<file path="src/rtl/utc_pkg.sv">
package utc_pkg;
  localparam int FIELD_W = 8;
  localparam int CFG_W   = 2 * FIELD_W;
  localparam logic [CFG_W-1:0] CFG_RST = 16'h000B;
  localparam logic ADDR_CNT = 1'b0;
  localparam logic ADDR_CFG = 1'b1;

  typedef struct packed {
    logic [FIELD_W-1:0] m;
    logic [FIELD_W-1:0] n;
  } cfg_t;
endpackage

</file>
<file path="src/rtl/utc_ratio_decode.sv">
module utc_ratio_decode
  import utc_pkg::*;
(
  input  cfg_t             cfg_i,
  output logic [FIELD_W:0] num_o,
  output logic [FIELD_W:0] inc_o
);
  logic [FIELD_W:0] inc_raw;

  always_comb begin
    num_o   = {1'b0, cfg_i.n} + 1'b1;
    inc_raw = {1'b0, cfg_i.m} + 1'b1;
    // clamp to at most one tick per cycle
    inc_o   = (cfg_i.m >= cfg_i.n) ? num_o : inc_raw;
  end
endmodule

</file>
<file path="src/rtl/utc_accum.sv">
module utc_accum #(
  parameter int FW = 8,
  localparam int ACC_W = FW + 1
) (
  input  logic             clk_i,
  input  logic             rst_ni,
  input  logic             clr_i,
  input  logic [ACC_W-1:0] num_i,
  input  logic [ACC_W-1:0] inc_i,
  output logic             tick_d_o,
  output logic             tick_o,
  output logic [ACC_W-1:0] acc_o
);
  logic [ACC_W-1:0] acc_q;
  logic [ACC_W:0]   sum;
  logic [ACC_W:0]   rem;

  always_comb begin
    sum      = {1'b0, acc_q} + {1'b0, inc_i};
    rem      = sum - {1'b0, num_i};
    tick_d_o = !clr_i && (sum >= {1'b0, num_i});
  end

  always_ff @(posedge clk_i or negedge rst_ni) begin
    if (!rst_ni) begin
      acc_q  <= '0;
      tick_o <= 1'b0;
    end else if (clr_i) begin
      acc_q  <= '0;
      tick_o <= 1'b0;
    end else begin
      acc_q  <= tick_d_o ? rem[ACC_W-1:0] : sum[ACC_W-1:0];
      tick_o <= tick_d_o;
    end
  end

  assign acc_o = acc_q;
endmodule

</file>
<file path="src/rtl/utc_counter.sv">
module utc_counter #(
  parameter int CNT_W = 32
) (
  input  logic             clk_i,
  input  logic             rst_ni,
  input  logic             inc_i,
  output logic [CNT_W-1:0] cnt_o
);
  always_ff @(posedge clk_i or negedge rst_ni) begin
    if (!rst_ni)    cnt_o <= '0;
    else if (inc_i) cnt_o <= cnt_o + 1'b1;
  end
endmodule

</file>
<file path="src/rtl/usec_tick_counter.sv">
module usec_tick_counter
  import utc_pkg::*;
#(
  parameter int CNT_W  = 32,
  parameter int DATA_W = 32
) (
  input  logic              clk_i,
  input  logic              rst_ni,
  input  logic              bus_sel_i,
  input  logic              bus_we_i,
  input  logic              bus_addr_i,
  input  logic [CFG_W-1:0]  bus_wdata_i,
  output logic [DATA_W-1:0] bus_rdata_o,
  output logic              tick_o
);
  localparam int ACC_W = FIELD_W + 1;

  cfg_t             cfg_q;
  logic             cfg_wr;
  logic             rd_en;
  logic [ACC_W-1:0] num_w;
  logic [ACC_W-1:0] inc_w;
  logic [ACC_W-1:0] acc_w;
  logic             tick_d;
  logic [CNT_W-1:0] cnt_w;
  logic [DATA_W-1:0] rdata_d;

  assign cfg_wr = bus_sel_i && bus_we_i && (bus_addr_i == ADDR_CFG);
  assign rd_en  = bus_sel_i && !bus_we_i;

  always_ff @(posedge clk_i or negedge rst_ni) begin
    if (!rst_ni)     cfg_q <= cfg_t'(CFG_RST);
    else if (cfg_wr) cfg_q <= cfg_t'(bus_wdata_i);
  end

  utc_ratio_decode u_dec (
    .cfg_i (cfg_q),
    .num_o (num_w),
    .inc_o (inc_w)
  );

  utc_accum #(.FW(FIELD_W)) u_accum (
    .clk_i    (clk_i),
    .rst_ni   (rst_ni),
    .clr_i    (cfg_wr),
    .num_i    (num_w),
    .inc_i    (inc_w),
    .tick_d_o (tick_d),
    .tick_o   (tick_o),
    .acc_o    (acc_w)
  );

  utc_counter #(.CNT_W(CNT_W)) u_cnt (
    .clk_i  (clk_i),
    .rst_ni (rst_ni),
    .inc_i  (tick_d),
    .cnt_o  (cnt_w)
  );

  always_comb begin
    rdata_d = '0;
    if (bus_addr_i == ADDR_CFG) rdata_d[CFG_W-1:0] = cfg_q;
    else                        rdata_d[CNT_W-1:0] = cnt_w;
  end

  // whole word captured on one edge: no tearing
  always_ff @(posedge clk_i or negedge rst_ni) begin
    if (!rst_ni)    bus_rdata_o <= '0;
    else if (rd_en) bus_rdata_o <= rdata_d;
  end
endmodule

</file>
<file path="config.mk">
export PLATFORM = sky130hd
export DESIGN_NAME = usec_tick_counter
export DESIGN_NICKNAME = d
export VERILOG_FILES = /design/src/rtl/utc_pkg.sv /design/src/rtl/utc_ratio_decode.sv /design/src/rtl/utc_accum.sv /design/src/rtl/utc_counter.sv /design/src/rtl/usec_tick_counter.sv
export SDC_FILE = /design/constraint.sdc
export NUM_CORES = 1
export LEC_CHECK = 0
export BUFFER_PORTS_ARGS = -buffer_cell sky130_fd_sc_hd__buf_2
export CORE_ASPECT_RATIO = 1.2
export CORE_UTILIZATION = 50
export CTS_BUF_LIST = sky130_fd_sc_hd__clkbuf_16
export DETAILED_ROUTE_END_ITERATION = 8
export PLACE_DENSITY = 0.7
export SYNTH_ARGS = -nofsm -noshare
export SYNTH_HDL_FRONTEND = slang
export SYNTH_SLANG_ARGS = --single-unit
</file>
<file path="constraint.sdc">
create_clock -name clk_i -period 6.06 [get_ports clk_i]
set_input_delay 0.303 -clock clk_i [delete_from_list [all_inputs] [get_ports clk_i]]
set_output_delay 0.303 -clock clk_i [all_outputs]
set_load 0.005 [all_outputs]
</file>
Yosys cells after proc, flatten, opt, wreduce, memory -nomap -nowiden
Index checks and enable logic that the tools add are counted.

Reduce and logical (&&, ||, !) cells: 6. Add/sub/neg operators: 5. Mux-type cells: 6. $lt $le $gt $ge: 2.

Operators with widths (count): $add 32x1->32 const B (1); $mux 16 (2); $mux 9 (3); $add 8x1->9 const B (2); $add 9x9->10 (1); $ge 10x9->1 (1); $sub 9x9->9 (1); $ge 8x8->1 (1); $logic_and 1x1->1 (4); $logic_not 1->1 (2); $mux 1 (1).

Register bits: 90. Logic and storage cells: 25.

Longest topological paths before layout
Gate-level depths: netlist of the first run.

Depth after elaboration: 7. Depth in mapped cells: 26.

Hierarchy
From an unflattened synthesis of the first run, not the netlist that was laid out.

Cells, all modules: 472. Area total of the unflattened synthesis: 5500.3 um2.

By module, submodules not included: usec_tick_counter (cells an instance 140, area each 2316.0 um2, instances 1); utc_counter (cells an instance 123, area each 1448.9 um2, instances 1); utc_accum (cells an instance 140, area each 1211.2 um2, instances 1); utc_ratio_decode (cells an instance 69, area each 524.3 um2, instances 1).

Worst setup path after synthesis of the first run
OpenSTA, ideal clock, no wires.

Kind: register to register. From: reg cfg_q[0] (netlist name). To: reg u_cnt.cnt_o[28]. Slack: 670 ps. Buffers on the path: 2. Arrival time: 5268 ps. Data required time: 5938 ps. Stages on the path, launching flop included: 25. Library setup time: 122 ps. Period minus slack after synthesis: 5390 ps. Cells stage by stage: dfstp_2 ha_1 nand2b_1 a21o_1 a21o_1 a2111oi_2 o21bai_1 a21oi_1 buf_4 mux2_1 fa_1 a21o_1 a221oi_1 o21bai_1 a21oi_1 xnor2_1 ha_1 and3_1 nand3_1 o21ai_0 a21oi_2 and2_4 buf_6 or3_4 xnor2_2.

Cells in the longest elaborated chain, start to end: 5. Elaborated cells on any way between the ends: 6.

Ends and longest elaborated chain: start, declared (RTL line usec_tick_counter.sv:18) `cfg_t cfg_q;`; start signal, assigned (RTL line usec_tick_counter.sv:32) `if (!rst_ni) cfg_q <= cfg_t'(CFG_RST);`; start signal, assigned (RTL line usec_tick_counter.sv:33) `else if (cfg_wr) cfg_q <= cfg_t'(bus_wdata_i);`; $add 8x1->9 or $ge 8x8->1 (tied branches) (RTL line utc_ratio_decode.sv:11, utc_ratio_decode.sv:14); $mux 9 (RTL line utc_ratio_decode.sv:14) `inc_o = (cfg_i.m >= cfg_i.n) ? num_o : inc_raw;`; $add 9x9->10 (RTL line utc_accum.sv:19) `sum = {1'b0, acc_q} + {1'b0, inc_i};`; $ge 10x9->1 * (RTL line utc_accum.sv:21) `tick_d_o = !clr_i && (sum >= {1'b0, num_i});`; $logic_and 1x1->1 * (RTL line utc_accum.sv:21); end signal, assigned (RTL line utc_counter.sv:11) `else if (inc_i) cnt_o <= cnt_o + 1'b1;`; end, declared (RTL line utc_counter.sv:7) `output logic [CNT_W-1:0] cnt_o`.

Every way passes the cells marked *; elsewhere a longest branch is shown, timed or not. A chain may end at the register's enable or synchronous reset.

Worst setup path after layout of the first run
Same ends and word-level chain as after synthesis.

==> results of run 1 <==
-- what timing repair did --
item / CTS / global route
setup endpoints to repair: 0 / 4
resized for setup: 0 / 1
buffers inserted: 0 / 0
-- critical path: stages, from the launching register on --
cell and delay, ns:
dfstp_2 0.58, ha_1 0.24, nand2b_1 0.15, a21o_1 0.18, a21o_1 0.20, a2111oi_2 0.35, o21bai_1 0.10, a21oi_1 0.16
buf_4 0.22, mux2_1 0.39, fa_1 0.44, a21o_1 0.22, a221oi_2 0.31, o21bai_1 0.09, a21oi_1 0.18, xnor2_1 0.11
ha_1 0.35, and3_1 0.17, nand3_1 0.07, o21ai_0 0.19, a21oi_2 0.08, and2_4 0.20, or3_4 0.39, xnor2_2 0.13
-- synthesized netlist by cell type, types with 2 or more instances --
master	count
a21oi_2	2
o21a_1	3
nor3_1	2
fa_1	2
a21o_1	8
mux2i_1	24
a211oi_1	3
o21bai_1	2
xor2_1	10
and3_1	13
nand4_1	9
inv_1	15
and2_1	3
or3_4	2
a21oi_1	16
nand3_1	30
buf_6	3
and4_1	2
nand2b_1	17
dfstp_2	3
or3_1	2
o21ai_0	45
dfrtp_1	87
xnor2_1	44
buf_2	3
ha_1	30
nand2_1	90
clkbuf_1	14
nor2_1	10
-- layout make-up --
class,count,area (sq um),share of cell area (%)
clock inverters,7,60.1,1.07
repair buffers,57,298,5.29
flip-flops and latches,90,2260,40.1
inverters,15,56.3,1.00
clock buffers,9,225,4.00
multi-input cells,384,2580,45.9
well taps,123,154,2.73
-- cells by family after synthesis --
| kind of cell | after synthesis | synth area share [%] |
|---|---|---|
| AND/OR/NAND/NOR | 184 | 17.6 |
| flip-flops | 90 | 45.2 |
| AO/OA/AOI/OAI | 87 | 10.5 |
| XOR/XNOR | 55 | 9.79 |
| buffers and inverters | 36 | 3.31 |
| adder cells (fa/ha/maj) | 32 | 8.32 |
| multiplexers | 26 | 5.26 |
-- worst max path at each step --
stage,startpoint,to,slack (ns),cells past startpoint
floorplan,cfg_q[0],u_cnt.cnt_o[28],0.67,24
global placement,cfg_q[0],u_cnt.cnt_o[28],0.49,23
finish,cfg_q[0],u_cnt.cnt_o[28],0.44,23
detailed placement,cfg_q[0],u_cnt.cnt_o[28],0.37,23
global route,cfg_q[0],u_cnt.cnt_o[18],0.09,24
CTS,cfg_q[0],u_cnt.cnt_o[28],0.35,23
-- flip-flops by register name, summed over array words and instances, names as in the netlist --
register	cells
u_accum.acc_o	9
u_cnt.cnt_o	32
bus_rdata_o	32
u_accum.tick_o	1
cfg_q	16
-- routing by layer --
metal,wire [um],up-vias,track usage (%)
met4,118,0,7.08
li1,-,1844,-
met2,5590,73,39.9
met5,0,-,0
met1,4880,1817,29.3
met3,375,11,4.37
-- per-stage QoR --
step	total power [mW]	utilization, %	hold WS, ns	cells	instance area, sq um
after floorplan	2.11	-	0.00741	510	4990
after global placement	2.46	55.6	0.456	669	5340
after detailed placement	2.46	55.6	0.467	669	5340
after CTS	3.01	58.5	0.148	685	5630
after global routing	3.24	58.6	0.161	685	5630
final	3.00	58.6	0.166	685	5630
-- where the power goes --
part / switching (mW) / leakage, nW / internal, mW
Clock: 0.223 / 0.142 / 0.314
Combinational: 0.925 / 1.40 / 0.736
Sequential: 0.0838 / 1.18 / 0.722
==> impl_metrics.py, run 1 <==
metrics = {
    "critical_path": {
        "regToRegEndpoint": "u_cnt.cnt_o[28]",
        "worst_setup_path_start_kind": "register",
        "startpoint_of_the_worst_slack_reg_to_reg_timing_path": "cfg_q[0]",
        "setup.worst_path.end_class": "register",
        "worst_r2r_path_depth": 23,
        "reg2reg_slack_ns": 0.44,
        "path_class": "reg2reg",
        "timing.critical_path.fanout_max": 9,
        "timing.critical_path.required_ns": 6.28,
        "worst-endpoint-arrival_ns": 5.84,
    },
    "min_path": {
        "min_delay_path_depth": 3,
        "worstHoldEndpoint": "cfg_q[13]",
        "min_from": "bus_wdata_i[13]",
        "hp-class": "in2reg",
    },
    "cts": {
        "clk_pin_slew_worst_paths_ns": 0.06,
        "worst_skew_pair.late_latency_ns": 0.34,
        "cts_sinks": 90,
        "cts_inserted_buffers": 9,
        "max-clock-path-buffers": 2,
        "clk_root_buffer_cell": "clkbuf_16",
        "cts-hold-fix-buffers": 0,
        "clock_tree.htree_level_count": 3,
        "tritoncts": "built",
    },
    "die": {
        "die_width_um": 93.2,
        "start_util_pct": 52.0,
        "num_io_pins": 54,
        "placeableCoreArea_sq_um": 9610,
        "die-area_sq_um": 10400,
        "rows": 39,
        "chipHeight_um": 111,
    },
    "place": {
        "dp_hpwl_um": 8110,
        "routabilityCongestion": 0.874,
        "io_buffers": 53,
        "preCtsSetupSlack_ns": 0.374,
    },
    "routing": {
        "firstDrtPassIters": 4,
        "route.antenna.remaining_nets": 0,
        "drc": 0,
        "route.detailed.wl_per_inst_um": 16.0,
        "detail_route.wirelength_um": 11000,
        "num_vias": 3745,
        "vias_per_cell": 5.47,
        "drt-initial-drc-count": 148,
    },
    "synthesis": {
        "synth_enable_flop_cells": 0,
        "ys_ff_latch": 90,
        "ys_top_cells_by_area": "dfrtp_1 (44%), xnor2_1 (7.7%), ha_1 (7.5%)",
        "yosysTopAreaCell": "dfrtp_1",
        "synthesis.area_sq_um": 4990,
        "synth_cell_types": 45,
        "postSynth.topFlopCell": "dfrtp_1",
        "synth.yosys.seq_area_share_pct": 45.2,
        "postSynthAreaPerCell_sq_um": 9.79,
        "netlist_instances": 510,
        "synth-async-reset-ratio_pct": 100,
        "netlist.area_leader.share_pct": 43.6,
        "synth.yosys.warnings": 0,
        "synth.net_count": 563,
    },
    "timing": {
        "timing.final.crit_period_ns": 5.62,
        "fmaxAchievable_mhz": 178,
        "finalSetupViolations": 0,
        "maxSlewViolCount": 0,
        "finalHoldViolCount": 0,
        "post-route-period-util_pct": 92.7,
        "relative_slew_slack_pct": 24.6,
        "fin_worst_skew_ns": 0.00876,
        "setup_ws_ns": 0.440,
        "max_slew.worst_pin.slew_ns": 1.13,
        "rsz0062_at_grt": "false",
        "fin_tns_setup_ns": 0,
    },
    "job": {
        "max_cap_viol_count": 0,
    },
    "layout": {
        "layout_net_count": 610,
        "mostFrequentLayoutCell": "nand2_1",
        "final_layout_size_suffix_gt1_share_pct": 15.5,
        "fillers": 858,
        "antenna_cells_inserted": 0,
        "area_growth_pct": 12.8,
        "final_cell_mix": "nand2_1 (90), dfrtp_1 (87), buf_2 (52)",
    },
    "grt": {
        "pin_count_of_the_biggest_net_entering_global_routing": 91,
        "grt_util_all_layers_pct": 23.2,
        "antenna_found_initial": 0,
        "grt_pass1_vias": 3757,
        "global_route_wire_length_before_repair_um": 18500,
        "overflow": 0,
    },
    "status": {
        "run_status": "complete, no violations",
    },
    "power_and_ir_drop": {
        "leakagePower_nw": 2.72,
        "largest_voltage_drop_on_the_vdd_net_uv": 480,
        "pwr_density_cell_nw_per_um2": 533,
    },
}
Note: power is estimated with default switching activity, not from simulation.
==> inputs of run 2 (changes only) <==
Settings changed: CELL_PAD_IN_SITES_DETAIL_PLACEMENT from default to 1, CELL_PAD_IN_SITES_GLOBAL_PLACEMENT from default to 1, CORE_UTILIZATION 50 to 46, PLACE_DENSITY 0.7 to default, PLACE_DENSITY_LB_ADDON from default to 0.1, RECOVER_POWER from default to 25.
==> run 2 against run 1 <==
- wire length grew 14%
- worst setup slack lost 0.076 ns
- die area grew 8.5%
- non-clock buffer count grew 3
- register-to-register slack lost 0.08 ns
- cell count grew 1.3%
- sequential share of layout area shrank 0.37 points
- design area grew 0.93%
- clock power grew 11%
- via count grew 1.4%
- the run now ends with max-capacitance violations, max-slew violations left
==> impl_metrics.py, run 2 (synthesis gave the netlist of run 1 again) <==
metrics = {
    "status": {
        "run_status": "finished with violations",
        "failed_checks": "max-capacitance violations, max-slew violations",
    },
    "power_and_ir_drop": {
        "swShare_pct": 41.9,
        "power.switching_mw": 1.31,
        "largest_voltage_drop_on_the_vdd_net_uv": 543,
        "share_clk_of_total_power_pct": 19.0,
        "seq_power_share_pct": 25.9,
        "power_frac_comb_pct": 55.1,
        "pwr_density_cell_nw_per_um2": 551,
        "leakagePower_nw": 2.73,
        "internal-power_mw": 1.82,
    },
    "timing": {
        "fin_tns_setup_ns": 0,
        "finalHoldViolCount": 0,
        "rsz0062_at_grt": "false",
        "fmaxAchievable_mhz": 176,
        "post-route-period-util_pct": 94.0,
        "max_slew.worst_pin.slew_ns": 2.05,
        "timing.final.crit_period_ns": 5.70,
        "relative_slew_slack_pct": -36.9,
        "finalSetupViolations": 0,
        "maxSlewViolCount": 38,
        "fin_worst_skew_ns": 0.00657,
    },
    "routing": {
        "firstDrtPassIters": 5,
        "drt-initial-drc-count": 120,
        "route.detailed.wl_per_inst_um": 18.0,
        "route.antenna.remaining_nets": 0,
        "detail_route.wirelength_um": 12500,
        "num_vias": 3799,
        "drc": 0,
        "vias_per_cell": 5.47,
    },
    "cts": {
        "cts_setup_buffers": 0,
        "max-clock-path-buffers": 2,
        "clk_pin_slew_worst_paths_ns": 0.06,
        "clock_tree.htree_level_count": 3,
        "clk_root_buffer_cell": "clkbuf_16",
        "cts_inserted_buffers": 9,
        "tritoncts": "built",
        "cts_sinks": 90,
        "cts_repair_resize_count": 0,
        "worst_skew_pair.late_latency_ns": 0.34,
        "cts-hold-fix-buffers": 1,
    },
    "critical_path": {
        "path_class": "reg2reg",
        "worst_setup_path_start_kind": "register",
        "setup.worst_path.end_class": "register",
        "timing.critical_path.required_ns": 6.28,
        "worst-endpoint-arrival_ns": 5.91,
        "slowest_delay_ns": 0.58,
        "timing.critical_path.fanout_max": 9,
        "worst_path_max_delay_cell": "dfstp_2",
        "critical_path.cell_chain": "ha_1 > nand2b_1 > a21o_1 > a21o_1 > a2111oi_2 > o21bai_1 > a21oi_1 > buf_4 > mux2i_1 > ha_1 > fa_1 > a21o_1 > a221oi_1 > o21bai_1 > a21oi_1 > xnor2_1 > ha_1 > and3_1 > nand3_1 > o21ai_0 > a21oi_2 > and2_4 > or3_4 > xnor2_2",
    },
    "grt": {
        "grt_use_met2_pct": 44.6,
        "overflow": 0,
        "gr-usage-met3_pct": 3.23,
        "global_route_wire_length_before_repair_um": 21000,
        "grt_pass1_vias": 4098,
        "antenna_found_initial": 0,
        "grt_util_all_layers_pct": 24.0,
        "grt-busiest-layer": "met2",
        "globalRouteMet1Util_pct": 28.7,
        "pin_count_of_the_biggest_net_entering_global_routing": 65,
    },
    "layout": {
        "finish.instance_area_sq_um": 5680,
        "antenna_cells_inserted": 0,
        "final_layout_size_suffix_gt1_share_pct": 15.2,
        "final_cell_mix": "nand2_1 (90), dfrtp_1 (87), buf_2 (49)",
        "mostFrequentLayoutCell": "nand2_1",
        "area_growth_pct": 13.8,
        "top_regs": "bus_rdata_o x32, u_cnt.cnt_o x32, cfg_q x16",
        "layout_net_count": 613,
    },
    "die": {
        "start_util_pct": 47.5,
        "chipHeight_um": 116,
        "num_io_pins": 54,
        "die-area_sq_um": 11300,
        "die_width_um": 97.1,
        "placeableCoreArea_sq_um": 10500,
        "rows": 41,
    },
    "min_path": {
        "hp-class": "in2reg",
    },
    "place": {
        "placement.cell_area_sq_um": 5360,
        "dp_hpwl_um": 9410,
        "routabilityCongestion": 0.878,
        "io_buffers": 53,
    },
    "job": {
        "max_cap_viol_count": 1,
    },
}
==> run 2: layout make-up <==
cell class	instances	area, sq um
inverter	15	56.3
sequential	90	2260
timing repair buffer	60	315
clock buffer	9	225
clock inverter	7	93.8
tap	129	161
fill	1210	4830
multi-input combinational	384	2580
==> run 2: final timing paths <==
path / startpoint / endpoint / slack [ns] / cells past startpoint
max: cfg_q[0] / u_cnt.cnt_o[28] / 0.36 / 24
min: bus_wdata_i[14] / cfg_q[14] / 0.16 / 3
max reg2reg: cfg_q[0] / u_cnt.cnt_o[28] / 0.36 / 24
min reg2reg: bus_rdata_o[22] / bus_rdata_o[22] / 0.47 / 2
max in group asynchronous: rst_ni / u_accum.acc_o[2] / 3.36 / 3
min in group asynchronous: rst_ni / u_cnt.cnt_o[31] / 1.10 / 2
==> run 2: per-stage QoR <==
stage               setup slack [ns]  power [mW]  utilization, %  hold WS (ns)  instances
CTS                            0.357        3.16            54.1         0.154        694
floorplan                      0.670        2.11               -       0.00741        510
global route                 0.00225        3.38            54.1         0.165        694
detailed placement             0.394        2.54            51.0         0.299        677
global placement               0.557        2.50            51.0         0.290        677
finish                         0.364        3.13            54.1         0.161        694
==> run 2: routing by layer <==
metal | vias up | part of all wire [%]
li1 | 1844 | -
met1 | 1882 | 43
met2 | 55 | 53
met3 | 18 | 2.3
met4 | 0 | 2.1
met5 | - | 0
==> run 2: worst max-delay path: cells and delay by family, from the launching register on <==
| family | cells | cell delay, ns |
|---|---|---|
| compound gates | 11 | 2.21 |
| fa+ha+maj | 4 | 1.22 |
| simple gates | 5 | 0.99 |
| flops | 1 | 0.58 |
| xor+xnor | 2 | 0.24 |
| buf+inv | 1 | 0.23 |
| mux | 1 | 0.10 |
==> run 2: power groups by stage <==
stage / Sequential, mW / Combinational (mW) / Clock (mW)
2_1_floorplan: 0.792 / 1.31 / 0
3_5_place_dp: 0.822 / 1.72 / 0
4_1_cts: 0.811 / 1.74 / 0.608
6_report: 0.811 / 1.72 / 0.594
5_1_grt: 0.824 / 1.93 / 0.625
3_3_place_gp: 0.818 / 1.69 / 0
==> inputs of run 3 (changes only) <==
Settings changed: ABC_AREA from default to 1, CORE_UTILIZATION 46 to 44.
==> run 3 against run 2 <==
- the flow still finishes with violations (max-capacitance violations, max-slew violations)
- flip-flop and latch count stayed put
- clock power hardly changed
- global-route usage is 3.0 points higher
- sequential share of layout area is 4.5 points lower
- highest routed layer unchanged
==> impl_metrics.py, run 3 <==
metrics = {
    "die": {
        "placeableCoreArea_sq_um": 12700,
        "start_util_pct": 45.3,
        "die-area_sq_um": 13500,
        "chipHeight_um": 127,
        "die_width_um": 106,
        "rows": 45,
        "num_io_pins": 54,
    },
    "layout": {
        "top_regs": "bus_rdata_o x32, u_cnt.cnt_o x32, cfg_q x16",
        "layout_net_count": 892,
        "final_layout_size_suffix_gt1_share_pct": 9.24,
        "finish.instance_area_sq_um": 6410,
        "mostFrequentLayoutCell": "nand2_1",
        "area_growth_pct": 11.7,
        "fillers": 1685,
        "antenna_cells_inserted": 0,
        "final_cell_mix": "nand2_1 (307), dfrtp_1 (87), nor2_1 (82)",
    },
    "routing": {
        "vias_per_cell": 5.28,
        "drt-initial-drc-count": 215,
        "drc": 0,
        "firstDrtPassIters": 4,
        "detail_route.wirelength_um": 16800,
        "num_vias": 5323,
        "route.detailed.wl_per_inst_um": 16.7,
        "route.antenna.remaining_nets": 0,
    },
    "synthesis": {
        "ys_ff_latch": 90,
        "postSynth.topFlopCell": "dfrtp_1",
        "ys_top_cells_by_area": "dfrtp_1 (38%), nand2_1 (20%), ha_1 (6.5%)",
        "synth.net_count": 848,
        "synth.yosys.seq_area_share_pct": 39.3,
        "netlist.area_leader.share_pct": 37.9,
        "synth_cell_types": 32,
        "yosysTopAreaCell": "dfrtp_1",
        "postSynthAreaPerCell_sq_um": 7.22,
        "synth.yosys.warnings": 0,
        "synth_top_cells_by_count": "nand2_1 (307), dfrtp_1 (87), nor2_1 (83)",
        "netlist_instances": 795,
        "synthesis.area_sq_um": 5740,
        "synthMostInstantiatedCell": "nand2_1",
        "synth-async-reset-ratio_pct": 100,
        "synth_enable_flop_cells": 0,
    },
    "cts": {
        "cts_sinks": 90,
        "tritoncts": "built",
        "cts_inserted_buffers": 9,
        "worst_skew_pair.late_latency_ns": 0.36,
        "clock_tree.htree_level_count": 3,
        "clk_root_buffer_cell": "clkbuf_16",
        "max-clock-path-buffers": 2,
        "clk_pin_slew_worst_paths_ns": 0.07,
    },
    "min_path": {
        "hp-class": "in2reg",
    },
    "timing": {
        "timing.final.crit_period_ns": 5.17,
        "rsz0062_at_grt": "false",
        "fin_worst_skew_ns": 0.0124,
        "fin_tns_setup_ns": 0,
        "relative_slew_slack_pct": -22.0,
        "fmaxAchievable_mhz": 193,
        "max_slew.worst_pin.slew_ns": 1.83,
        "maxSlewViolCount": 32,
        "finalHoldViolCount": 0,
        "post-route-period-util_pct": 85.4,
        "finalSetupViolations": 0,
    },
    "critical_path": {
        "cpMostUsedCell": "nand2_1",
        "setup.worst_path.end_class": "register",
        "timing.critical_path.fanout_max": 27,
        "worst_setup_path_start_kind": "register",
        "timing.critical_path.required_ns": 6.30,
        "worst_path_max_delay_cell": "dfstp_2",
        "slowest_delay_ns": 0.56,
        "worst-endpoint-arrival_ns": 5.42,
        "path_class": "reg2reg",
    },
    "place": {
        "dp_hpwl_um": 12900,
        "io_buffers": 53,
        "placement.cell_area_sq_um": 6110,
        "routabilityCongestion": 0.904,
    },
    "grt": {
        "gr-usage-met3_pct": 4.34,
        "global_route_wire_length_before_repair_um": 28400,
        "globalRouteMet1Util_pct": 30.5,
        "grt-busiest-layer": "met2",
        "overflow": 0,
        "grt_util_all_layers_pct": 27.1,
        "grt_use_met2_pct": 50.4,
        "pin_count_of_the_biggest_net_entering_global_routing": 61,
        "antenna_found_initial": 0,
        "grt_pass1_vias": 5751,
    },
    "status": {
        "run_status": "finished with violations",
        "failed_checks": "max-capacitance violations, max-slew violations",
    },
    "power_and_ir_drop": {
        "leakagePower_nw": 3.25,
        "largest_voltage_drop_on_the_vdd_net_uv": 592,
        "pwr_density_cell_nw_per_um2": 552,
    },
    "job": {
        "max_cap_viol_count": 1,
    },
}
run 3: changes by cell type after synthesis, sizes merged, moves of 17 or more:
cell / change
nor2: +76
xnor2: -30
nand2b: -17
xor2: +19
inv: +47
nand2: +219
mux2i: -24
run 3: timing repair:
| action | 4_1_cts | 5_1_grt |
|---|---|---|
| hold buffers | 1 | 0 |
| setup buffers | 0 | 0 |
| resized for setup | 0 | 0 |
| endpoints found under the hold margin | 29 | 0 |
run 3: final timing paths:
kind                                         to  slack (ns)  depth (start not counted)       startpoint
worst max-delay path            u_cnt.cnt_o[28]        0.89                         26         cfg_q[1]
worst min-delay path                  cfg_q[12]        0.13                          3  bus_wdata_i[12]
worst max register to register  u_cnt.cnt_o[28]        0.89                         26         cfg_q[1]
worst min register to register  bus_rdata_o[22]        0.52                          2  bus_rdata_o[22]
max in group asynchronous        u_cnt.cnt_o[7]        3.45                          3           rst_ni
min in group asynchronous       bus_rdata_o[28]        0.98                          2           rst_ni
run 3: logic make-up (layout without fill, tap and decap cells):
kind of cell               Yosys count  in the layout  share of synthesized area, %
adders and majority gates           32             32                          7.24
buffers and inverters               87            136                          6.32
xor gates and xnor gates            44             44                          6.71
DFF                                 90             90                          39.3
AOI/OAI and AO/OA                   74             74                          6.98
and+or+nand+nor                    468            468                          33.4
run 3: area by class of cell:
type,instances,area (sq um),share of cell area [%]
multi-input cells,618,3120,48.7
flip-flops and latches,90,2260,35.2
repair buffers,57,289,4.51
inverters,63,236,3.69
clock buffers,9,225,3.51
well taps,164,205,3.20
clock inverters,7,77.6,1.21
run 3: power breakdown:
part | total [mW] | leakage (nW) | internal [mW] | switching [mW]
Clock | 0.592 | 0.140 | 0.324 | 0.268
Sequential | 0.801 | 1.16 | 0.715 | 0.0862
Combinational | 2.15 | 1.95 | 0.721 | 1.43
run 3: critical path: cells and delay by family, from the launching register on:
family / cells / cell delay [ns]
compound gates: 5 / 0.69
xor+xnor: 1 / 0.16
fa+ha+maj: 4 / 1.32
buf+inv: 4 / 0.46
flops: 1 / 0.56
simple gates: 12 / 1.83
run 3: routing by layer:
layer  wire length (um)  vias to the layer above  share of wire [%]
met5                  0                        -                  0
met2               9110                       59                 54
met3                313                       28                1.9
li1                   -                     2619                  -
met1               6910                     2617                 41
met4                478                        0                2.8
run 3: per-stage QoR:
stage          worst slack, ns  total power [mW]  instances  hold slack [ns]  utilization, %
2_1_floorplan             1.83              2.50        795          0.00741               -
3_3_place_gp              1.13              2.86        991            0.274            48.2
3_5_place_dp             0.933              2.96        991            0.280            48.2
4_1_cts                  0.887              3.57       1008            0.126            50.7
5_1_grt                  0.344              3.90       1008            0.132            50.6
6_report                 0.886              3.54       1008            0.132            50.6
